### src/rtl/vfd_pkg.sv
// Shared register addresses and mode-bit positions for the digit timing generator.
// Assumes a 3-bit register address space.
package vfd_pkg;
    localparam logic [2:0] A_MODE  = 3'd0;
    localparam logic [2:0] A_PER   = 3'd1;
    localparam logic [2:0] A_BLANK = 3'd2;
    localparam logic [2:0] A_CUT   = 3'd3;
    localparam logic [2:0] A_GRAD  = 3'd4;
    localparam int M_EN   = 0;
    localparam int M_SEL  = 1;
    localparam int M_GRAY = 2;
endpackage

### src/rtl/vfd_prescaler.sv
// Free-running divider that emits a one-clock tick every DIV0 or DIV1 clocks.
// Assumes DIV0, DIV1 >= 2. It is held at zero while run is low.
module vfd_prescaler #(
    parameter int DIV0 = 32,
    parameter int DIV1 = 128
) (
    input  logic clk,
    input  logic rst_n,
    input  logic run,
    input  logic sel,
    output logic tick
);
    localparam int DMAX = (DIV0 > DIV1) ? DIV0 : DIV1;
    localparam int PW   = $clog2(DMAX);
    localparam logic [PW-1:0] LIM0 = PW'(DIV0 - 1);
    localparam logic [PW-1:0] LIM1 = PW'(DIV1 - 1);

    logic [PW-1:0] pcnt;
    logic [PW-1:0] lim;

    // Pick the terminal value from the source select.
    always_comb lim = sel ? LIM1 : LIM0;

    assign tick = run && (pcnt >= lim);

    // Advance the divider, wrapping on tick.
    always_ff @(posedge clk) begin
        if (!rst_n || !run) pcnt <= '0;
        else if (tick)      pcnt <= '0;
        else                pcnt <= pcnt + 1'b1;
    end
endmodule

### src/rtl/vfd_slot_counter.sv
// Slot counter: counts ticks 0..per and flags the last clock of the slot.
// Assumes per is stable within a slot (the caller supplies the shadow copy).
module vfd_slot_counter #(
    parameter int DW = 8
) (
    input  logic          clk,
    input  logic          rst_n,
    input  logic          run,
    input  logic          tick,
    input  logic [DW-1:0] per,
    output logic [DW-1:0] cnt,
    output logic          wrap
);
    assign wrap = tick && (cnt == per);

    // Count ticks, return to zero at the slot end or when stopped.
    always_ff @(posedge clk) begin
        if (!rst_n || !run) cnt <= '0;
        else if (wrap)      cnt <= '0;
        else if (tick)      cnt <= cnt + 1'b1;
    end
endmodule

### src/rtl/vfd_port_gate.sv
// One port enable: off during the blank, then on until the slot end (bright)
// or until the cut-off count (dark). Assumes blank < cut <= per.
module vfd_port_gate #(
    parameter int DW = 8
) (
    input  logic          run,
    input  logic          dark,
    input  logic [DW-1:0] cnt,
    input  logic [DW-1:0] blank,
    input  logic [DW-1:0] cut,
    output logic          en
);
    // Combine the leading blank and the optional trailing cut-off.
    always_comb en = run && (cnt >= blank) && !(dark && (cnt >= cut));
endmodule

### src/rtl/vfd_timing_gen.sv
// Top of the digit timing generator: register file, shadow copies loaded at
// slot boundaries, prescaler, slot counter and one gate per port.
// Assumes NPORT <= DW and that software keeps blank < cut < per+1.
module vfd_timing_gen
    import vfd_pkg::*;
#(
    parameter int NPORT = 8,
    parameter int DW    = 8,
    parameter int DIV0  = 32,
    parameter int DIV1  = 128
) (
    input  logic             clk,
    input  logic             rst_n,
    input  logic             wr_en,
    input  logic [2:0]       wr_addr,
    input  logic [DW-1:0]    wr_data,
    input  logic [2:0]       rd_addr,
    output logic [DW-1:0]    rd_data,
    output logic [NPORT-1:0] port_en,
    output logic             slot_end
);
    logic [2:0]       mode_r;
    logic [DW-1:0]    per_r, blank_r, cut_r;
    logic [NPORT-1:0] grad_r;
    logic [DW-1:0]    per_sh, blank_sh, cut_sh;
    logic [NPORT-1:0] grad_sh;
    logic             gray_sh;
    logic             run, tick, wrap;
    logic [DW-1:0]    cnt;

    assign run = mode_r[M_EN];

    // Software register writes.
    always_ff @(posedge clk) begin
        if (!rst_n) begin
            mode_r  <= '0;
            per_r   <= '0;
            blank_r <= '0;
            cut_r   <= '0;
            grad_r  <= '0;
        end else if (wr_en) begin
            case (wr_addr)
                A_MODE:  mode_r  <= wr_data[2:0];
                A_PER:   per_r   <= wr_data;
                A_BLANK: blank_r <= wr_data;
                A_CUT:   cut_r   <= wr_data;
                A_GRAD:  grad_r  <= wr_data[NPORT-1:0];
                default: ;
            endcase
        end
    end

    // Shadow copies follow the registers while stopped and at each slot end.
    always_ff @(posedge clk) begin
        if (!rst_n) begin
            per_sh   <= '0;
            blank_sh <= '0;
            cut_sh   <= '0;
            grad_sh  <= '0;
            gray_sh  <= 1'b0;
        end else if (!run || wrap) begin
            per_sh   <= per_r;
            blank_sh <= blank_r;
            cut_sh   <= cut_r;
            grad_sh  <= grad_r;
            gray_sh  <= mode_r[M_GRAY];
        end
    end

    // Readback mux; the period address shows the live count.
    always_comb begin
        case (rd_addr)
            A_MODE:  rd_data = DW'(mode_r);
            A_PER:   rd_data = cnt;
            A_BLANK: rd_data = blank_r;
            A_CUT:   rd_data = cut_r;
            A_GRAD:  rd_data = DW'(grad_r);
            default: rd_data = '0;
        endcase
    end

    vfd_prescaler #(.DIV0(DIV0), .DIV1(DIV1)) u_pre (
        .clk(clk), .rst_n(rst_n), .run(run), .sel(mode_r[M_SEL]), .tick(tick)
    );

    vfd_slot_counter #(.DW(DW)) u_cnt (
        .clk(clk), .rst_n(rst_n), .run(run), .tick(tick),
        .per(per_sh), .cnt(cnt), .wrap(wrap)
    );

    assign slot_end = wrap;

    for (genvar i = 0; i < NPORT; i++) begin : g_port
        vfd_port_gate #(.DW(DW)) u_gate (
            .run(run), .dark(gray_sh && grad_sh[i]), .cnt(cnt),
            .blank(blank_sh), .cut(cut_sh), .en(port_en[i])
        );
    end
endmodule

### config.mk
export PLATFORM = sky130hd
export DESIGN_NAME = vfd_timing_gen
export DESIGN_NICKNAME = d
export VERILOG_FILES = /design/src/rtl/vfd_pkg.sv /design/src/rtl/vfd_prescaler.sv /design/src/rtl/vfd_slot_counter.sv /design/src/rtl/vfd_port_gate.sv /design/src/rtl/vfd_timing_gen.sv
export SDC_FILE = /design/constraint.sdc
export NUM_CORES = 1
export LEC_CHECK = 0
export CORE_MARGIN = 5
export CORE_UTILIZATION = 51
export DETAILED_ROUTE_END_ITERATION = 6
export DONT_BUFFER_PORTS = 1
export PLACE_DENSITY = 0.67
export SLEW_MARGIN = 0
export SYNTH_ARGS = -nofsm -noshare
export SYNTH_HDL_FRONTEND = slang
export SYNTH_SLANG_ARGS = --single-unit
### constraint.sdc
create_clock -name clk -period 5.26 [get_ports clk]
set_clock_uncertainty 0.15 [all_clocks]
set_input_delay 1.052 -clock clk [delete_from_list [all_inputs] [get_ports clk]]
set_output_delay 1.052 -clock clk [all_outputs]
set_load 0.005 [all_outputs]
==> run summary, run 1 <==
Cell area after synthesis: 0.00424 mm2
Status: finished, final reports clean
Combinational share of power: 3.7%
Flop pwr share: 51.5%
Fillers: 803
Core area: 0.00818 mm2
Root Buffer: clkbuf_8
Clk network pwr share: 44.7%
Pre-CTS setup slack: 1870 ps
Critical path class: reg -> out
CTS tree: done
DRT Pass-1 Iters: 4
Inserted Diodes: 0
Die Height: 101 um
Mean Syn Cell Area: 8.62 um2
Vias: 3278
Yosys top cell area share: 39.2%
Vias per Instance: 5.66
Initial core utilization: 51.9%
Leakage: 1.54 nW
Cell Area, Placed: 0.00419 mm2
Normalized max-slew margin: 34.6%
Syn Inst Count: 492
Yosys reg bits: 83
GP Congestion: 0.857
Post-synth top cells: 83 x dfxtp_1, 73 x nand2_1, 44 x nand3_1
Dominant synthesized flop cell: dfxtp_1
Most numerous cell in the Yosys netlist: dfxtp_1
RSZ-0062 raised after global routing: no
Initial DRC count: 208
Largest net degree at the start of global routing: 104
PostCTS Resize Cnt: 0
Pwr dens: 282 mW/mm2
DRC Markers: 0
Detail Route Antenna Nets: 0
Crit Path Max Fanout: 8
Longest Clk Path Bufs: 2
Row count: 33
Number of flops mapped to enable cells by yosys: 0
Hold Path Class: reg -> reg
Clock transition at the registers of the reported paths: 80 ps
# port buffers: 0
Synth warn: 0
Sink Count: 83
Hold Fails Final Rpt: 0
CP Launch Type: flop
Final setup violation count: 0
TritonCTS buffer count: 9
Drt wl/cell: 16.9 um
Power Total: 1.25 mW
Nets@finish: 507
Post-synthesis cell type with the largest combined area: dfxtp_1
Chip Width: 101 um
Psw: 0.265 mW
Antenna violations before repair: 0
GRT overflow: 0
H-tree depth: 3
Area grow syn2layout: 4.54%
Minimum clock period: 3740 ps
CP required: 4060 ps
Syn_nets: 529
Worst Tran Pin Value: 972 ps
# IOs: 34
Arr. time, crit path: 2540 ps
Die area: 0.0102 mm2
Share of layout cells above drive strength 1: 8.23%
Synth top area cells: dfxtp_1 39%, mux2i_1 6.8%, nand2_1 6.5%, ha_1 5.9%, nand3_1 5.2%
Setup crit end kind: primary output
First-pass GRT wire length: 15900 um
Setup bufs post-CTS: 0
Max Freq: 0.268 GHz
Max_cap viols: 0
Setup TNS: 0 ps
Peak supply drop: 0.159 mV
Hold_ws: 307 ps
Final core occ: 54.2%
All-layer global routing usage: 20.1%
Post-synthesis sequential area ratio: 39.2%
Period utilisation layout: 71.1%
Final worst setup slack: 1520 ps
CTS hold repair buffers: 0
Vias in the first global route: 3031
Final wirelength: 9780 um
Sw Share: 21.2%
DPL Wire Length: 7070 um
Distinct cells, synth: 47
Finished Cell Area: 0.00443 mm2
Non-Filler Instances: 579
Power Internal: 0.985 mW
Fin. max-slew vios: 0
Placed Instances: 564
Asr flop ratio synth: 0%
Worst skew pair latency: 360 ps
state kept, by name, summed over array words and instances (netlist names):
signal,count
per_sh,8
mode_r,3
grad_sh,8
gray_sh,1
u_pre.pcnt,7
cut_r,8
grad_r,8
blank_sh,8
blank_r,8
per_r,8
u_cnt.cnt,8
cut_sh,8
metal layers:
metal	GRT usage, %	routed length, um	vias up
li1	-	-	1662
met1	27.6	4640	1539
met2	30.6	4510	66
met3	6.06	515	11
met4	5.62	117	0
met5	0	0	-
power groups by stage:
stage,Combinational [mW],Clock (mW),Sequential [mW]
2_1_floorplan,0.0539,0,0.656
3_3_place_gp,0.0458,0,0.659
3_5_place_dp,0.0467,0,0.659
4_1_cts,0.0469,0.564,0.644
5_1_grt,0.0518,0.592,0.645
6_report,0.0467,0.559,0.644
path summary, 6_finish.rpt:
path	start	end	slack, ps	cells past startpoint
worst max-delay path	u_cnt.cnt[0]	port_en[2]	1520	7
worst min-delay path	per_r[3]	per_sh[3]	310	2
worst max register to register	mode_r[1]	grad_sh[6]	2480	8
worst min register to register	per_r[3]	per_sh[3]	310	2
cell type report:
class                           instances  area [um2]  share of cell area, %
Clock inverter                          4        98.8                   2.23
Inverter                               18        67.6                   1.52
Sequential cell                        83        1660                   37.5
Timing Repair Buffer                    1        7.51                  0.169
Multi-Input combinational cell        357        2320                   52.4
Tap cell                              105         131                   2.96
Clock buffer                           11         141                   3.19
logic make-up after synthesis:
| family | Yosys count | synth area share [%] |
|---|---|---|
| multiplexers | 35 | 8.70 |
| AO/OA/AOI/OAI | 99 | 15.3 |
| adder cells (fa/ha/maj) | 20 | 5.90 |
| buffers and inverters | 52 | 6.25 |
| XOR/XNOR | 13 | 2.69 |
| AND/OR/NAND/NOR | 190 | 22.0 |
| flip-flops | 83 | 39.2 |
cells in the final DEF, fill, tap and decap left out, types with 14 or more instances in the layout:
cell / Yosys / final
a21oi_1: 17 / 17
o21ai_1: 17 / 17
nand3_1: 44 / 44
ha_1: 20 / 20
inv_1: 18 / 18
mux2i_1: 29 / 29
nor2_1: 18 / 18
dfxtp_1: 83 / 83
nand2_1: 73 / 73
o21ai_0: 14 / 14
nor2b_1: 30 / 30
critical path, cell delays in order (launching register included):
cell      delay (ps)
dfxtp_1          440
inv_1            110
ha_1             280
nand2b_1         100
a21o_1           110
a211oi_1          80
o31ai_1          830
a211oi_1         230
Power figures use the tool's default switching activity.
==> run 2, diff against run 1 <==
--- a/config.mk
+++ b/config.mk
@@ -9,7 +9,7 @@
 export CORE_UTILIZATION = 51
 export DETAILED_ROUTE_END_ITERATION = 6
 export DONT_BUFFER_PORTS = 1
-export PLACE_DENSITY = 0.67
+export PLACE_DENSITY = 0.7
 export SLEW_MARGIN = 0
 export SYNTH_ARGS = -nofsm -noshare
 export SYNTH_HDL_FRONTEND = slang
==> constraint.sdc (replaced) <==
create_clock -name clk -period 3.4 [get_ports clk]
set_clock_uncertainty 0.15 [all_clocks]
set_input_delay 0.68 -clock clk [delete_from_list [all_inputs] [get_ports clk]]
set_output_delay 0.68 -clock clk [all_outputs]
set_load 0.005 [all_outputs]
==> run summary, run 2 (same netlist as run 1, synthesis figures left out) <==
H-tree depth: 3 (unchanged)
Root Buffer: clkbuf_8 (unchanged)
Die area: 0.0102 mm2 (unchanged)
Worst path top cell family by delay: compound AO/OA/AOI/OAI gates (unchanged)
CP max stage cell: dfxtp_1 (was o31ai_1)
Crit Path Max Fanout: 8 (unchanged)
Non-Filler Instances: 583 (was 579)
Worst path depth: 7 (unchanged)
DPL Wire Length: 7180 um (was 7070 um)
Cell Area, Placed: 0.00422 mm2 (was 0.00419 mm2)
Initial core utilization: 51.9% (unchanged)
GP Congestion: 0.863 (was 0.857)
Sink Count: 83 (unchanged)
Longest Clk Path Bufs: 2 (unchanged)
Vias: 3277 (was 3278)
Peak supply drop: 0.242 mV (was 0.159 mV)
CTS tree: done (unchanged)
Setup crit end kind: primary output (unchanged)
All-layer global routing usage: 19.5% (was 20.1%)
# IOs: 34 (unchanged)
Detail Route Antenna Nets: 0 (unchanged)
Commonest cells after routing, fill and taps aside: 83 x dfxtp_1, 73 x nand2_1, 44 x nand3_1 (unchanged)
Finished Cell Area: 0.00440 mm2 (was 0.00443 mm2)
Final setup violation count: 0 (unchanged)
Chip Width: 101 um (unchanged)
Final wirelength: 9770 um (was 9780 um)
Placed Instances: 567 (was 564)
Arr. time, crit path: 2350 ps (was 2540 ps)
Fin. max-slew vios: 0 (unchanged)
WP buf/inv: 1 (unchanged)
Share of layout cells above drive strength 1: 9.41% (was 8.23%)
GRT overflow: 0 (unchanged)
Commonest non-fill, non-tap cell in the layout: dfxtp_1 (unchanged)
CTS hold repair buffers: 0 (unchanged)
Hold Fails Final Rpt: 0 (unchanged)
Max_cap viols: 0 (unchanged)
DRT Pass-1 Iters: 4 (unchanged)
Antenna violations before repair: 0 (unchanged)
Row count: 33 (unchanged)
Minimum clock period: 3180 ps
RSZ-0062 raised after global routing: no (unchanged)
Normalized max-slew margin: 45.4% (was 34.6%)
Nets@finish: 510 (was 507)
Largest net degree at the start of global routing: 104 (unchanged)
CP Launch Type: flop (unchanged)
Worst skew pair latency: 350 ps (was 360 ps)
Cell Chain, Critical Path: inv_1 > ha_1 > nand2b_1 > a21o_1 > a211oi_1 > o31ai_2 > a211oi_1 (was inv_1 > ha_1 > nand2b_1 > a21o_1 > a211oi_1 > o31ai_1 > a211oi_1)
Worst hold path depth: 2 (unchanged)
TritonCTS buffer count: 9 (unchanged)
# port buffers: 0 (unchanged)
Hold_ws: 299 ps (was 307 ps)
Max incr delay on CP: 450 ps (was 830 ps)
Area grow syn2layout: 3.84% (was 4.54%)
Clock transition at the registers of the reported paths: 90 ps (was 80 ps)
Max Freq: 0.315 GHz
Inserted Diodes: 0 (unchanged)
Status: finished, final reports clean (unchanged)
Pwr dens: 390 mW/mm2 (was 282 mW/mm2)
DRC Markers: 0 (unchanged)
Initial DRC count: 164 (was 208)
CP required: 2570 ps (was 4060 ps)
Hold Path Class: reg -> reg (unchanged)
Drt wl/cell: 16.8 um (was 16.9 um)
Leakage: 1.53 nW (was 1.54 nW)
Setup bufs post-CTS: 0 (unchanged)
Critical Path Most Common Cell: a211oi_1 (unchanged)
Critical path class: reg -> out (unchanged)
Worst Tran Pin Value: 815 ps (was 972 ps)
Vias per Instance: 5.62 (was 5.66)
Vias in the first global route: 3043 (was 3031)
Final worst setup slack: 224 ps (was 1520 ps)
Core area: 0.00818 mm2 (unchanged)
First-pass GRT wire length: 15600 um (was 15900 um)
R2R depth: 8 (unchanged)
Die Height: 101 um (unchanged)
Setup TNS: 0 ps (unchanged)
Pre-CTS setup slack: 346 ps (was 1870 ps)
Period utilisation layout: 93.4%
run 2: cell count changes in the layout (fill, tap and decap cells not counted), sizes merged:
cell / delta
inv: +1
clkinv: +3
bufinv: -3
buf: +3
run 2: stage by stage:
stage	power (mW)	util [%]
global placement	1.09	51.6
global route	1.78	53.9
floorplan	1.10	-
detailed placement	1.09	51.6
CTS	1.73	53.8
finish	1.72	53.9
run 2: report_power, final:
part	switching, mW	internal [mW]	total [mW]
Sequential	0.0103	0.985	0.995
Clock	0.357	0.289	0.646
Combinational	0.0414	0.0341	0.0754
run 2: final timing paths:
path | start | to | slack, ps
min reg2reg | per_r[4] | per_sh[4] | 300
max | u_cnt.cnt[0] | port_en[0] | 220
max reg2reg | mode_r[1] | cut_sh[1] | 1140
min | per_r[4] | per_sh[4] | 300
run 2: layer usage:
| metal | GRT usage, % | part of all wire, % |
|---|---|---|
| met3 | 5.85 | 5.9 |
| met4 | 4.09 | 1.2 |
| met2 | 30.8 | 46 |
| met1 | 26.7 | 46 |
| met5 | 0 | 0 |
run 2: repair_timing:
item	in CTS	in global routing
endpoints found under the setup margin	8	1
resized for setup	1	1
endpoints found under the hold margin	0	0
run 2: cell type report:
cell class | instances | area, um2
Fill cell | 769 | 3770
Multi-Input combinational cell | 357 | 2330
Sequential cell | 83 | 1660
Clock buffer | 11 | 141
Tap cell | 105 | 131
Inverter | 18 | 67.6
Clock inverter | 5 | 36.3
Timing Repair Buffer | 4 | 30.0
run 2: worst register-to-register path, stage by stage (launching register included):
cell and delay, ps:
dfxtp_1 340, inv_1 110, ha_1 300, nand4_1 100
o21ai_0 420, a41oi_4 180, buf_4 300, nand3_1 140
o21ai_0 80
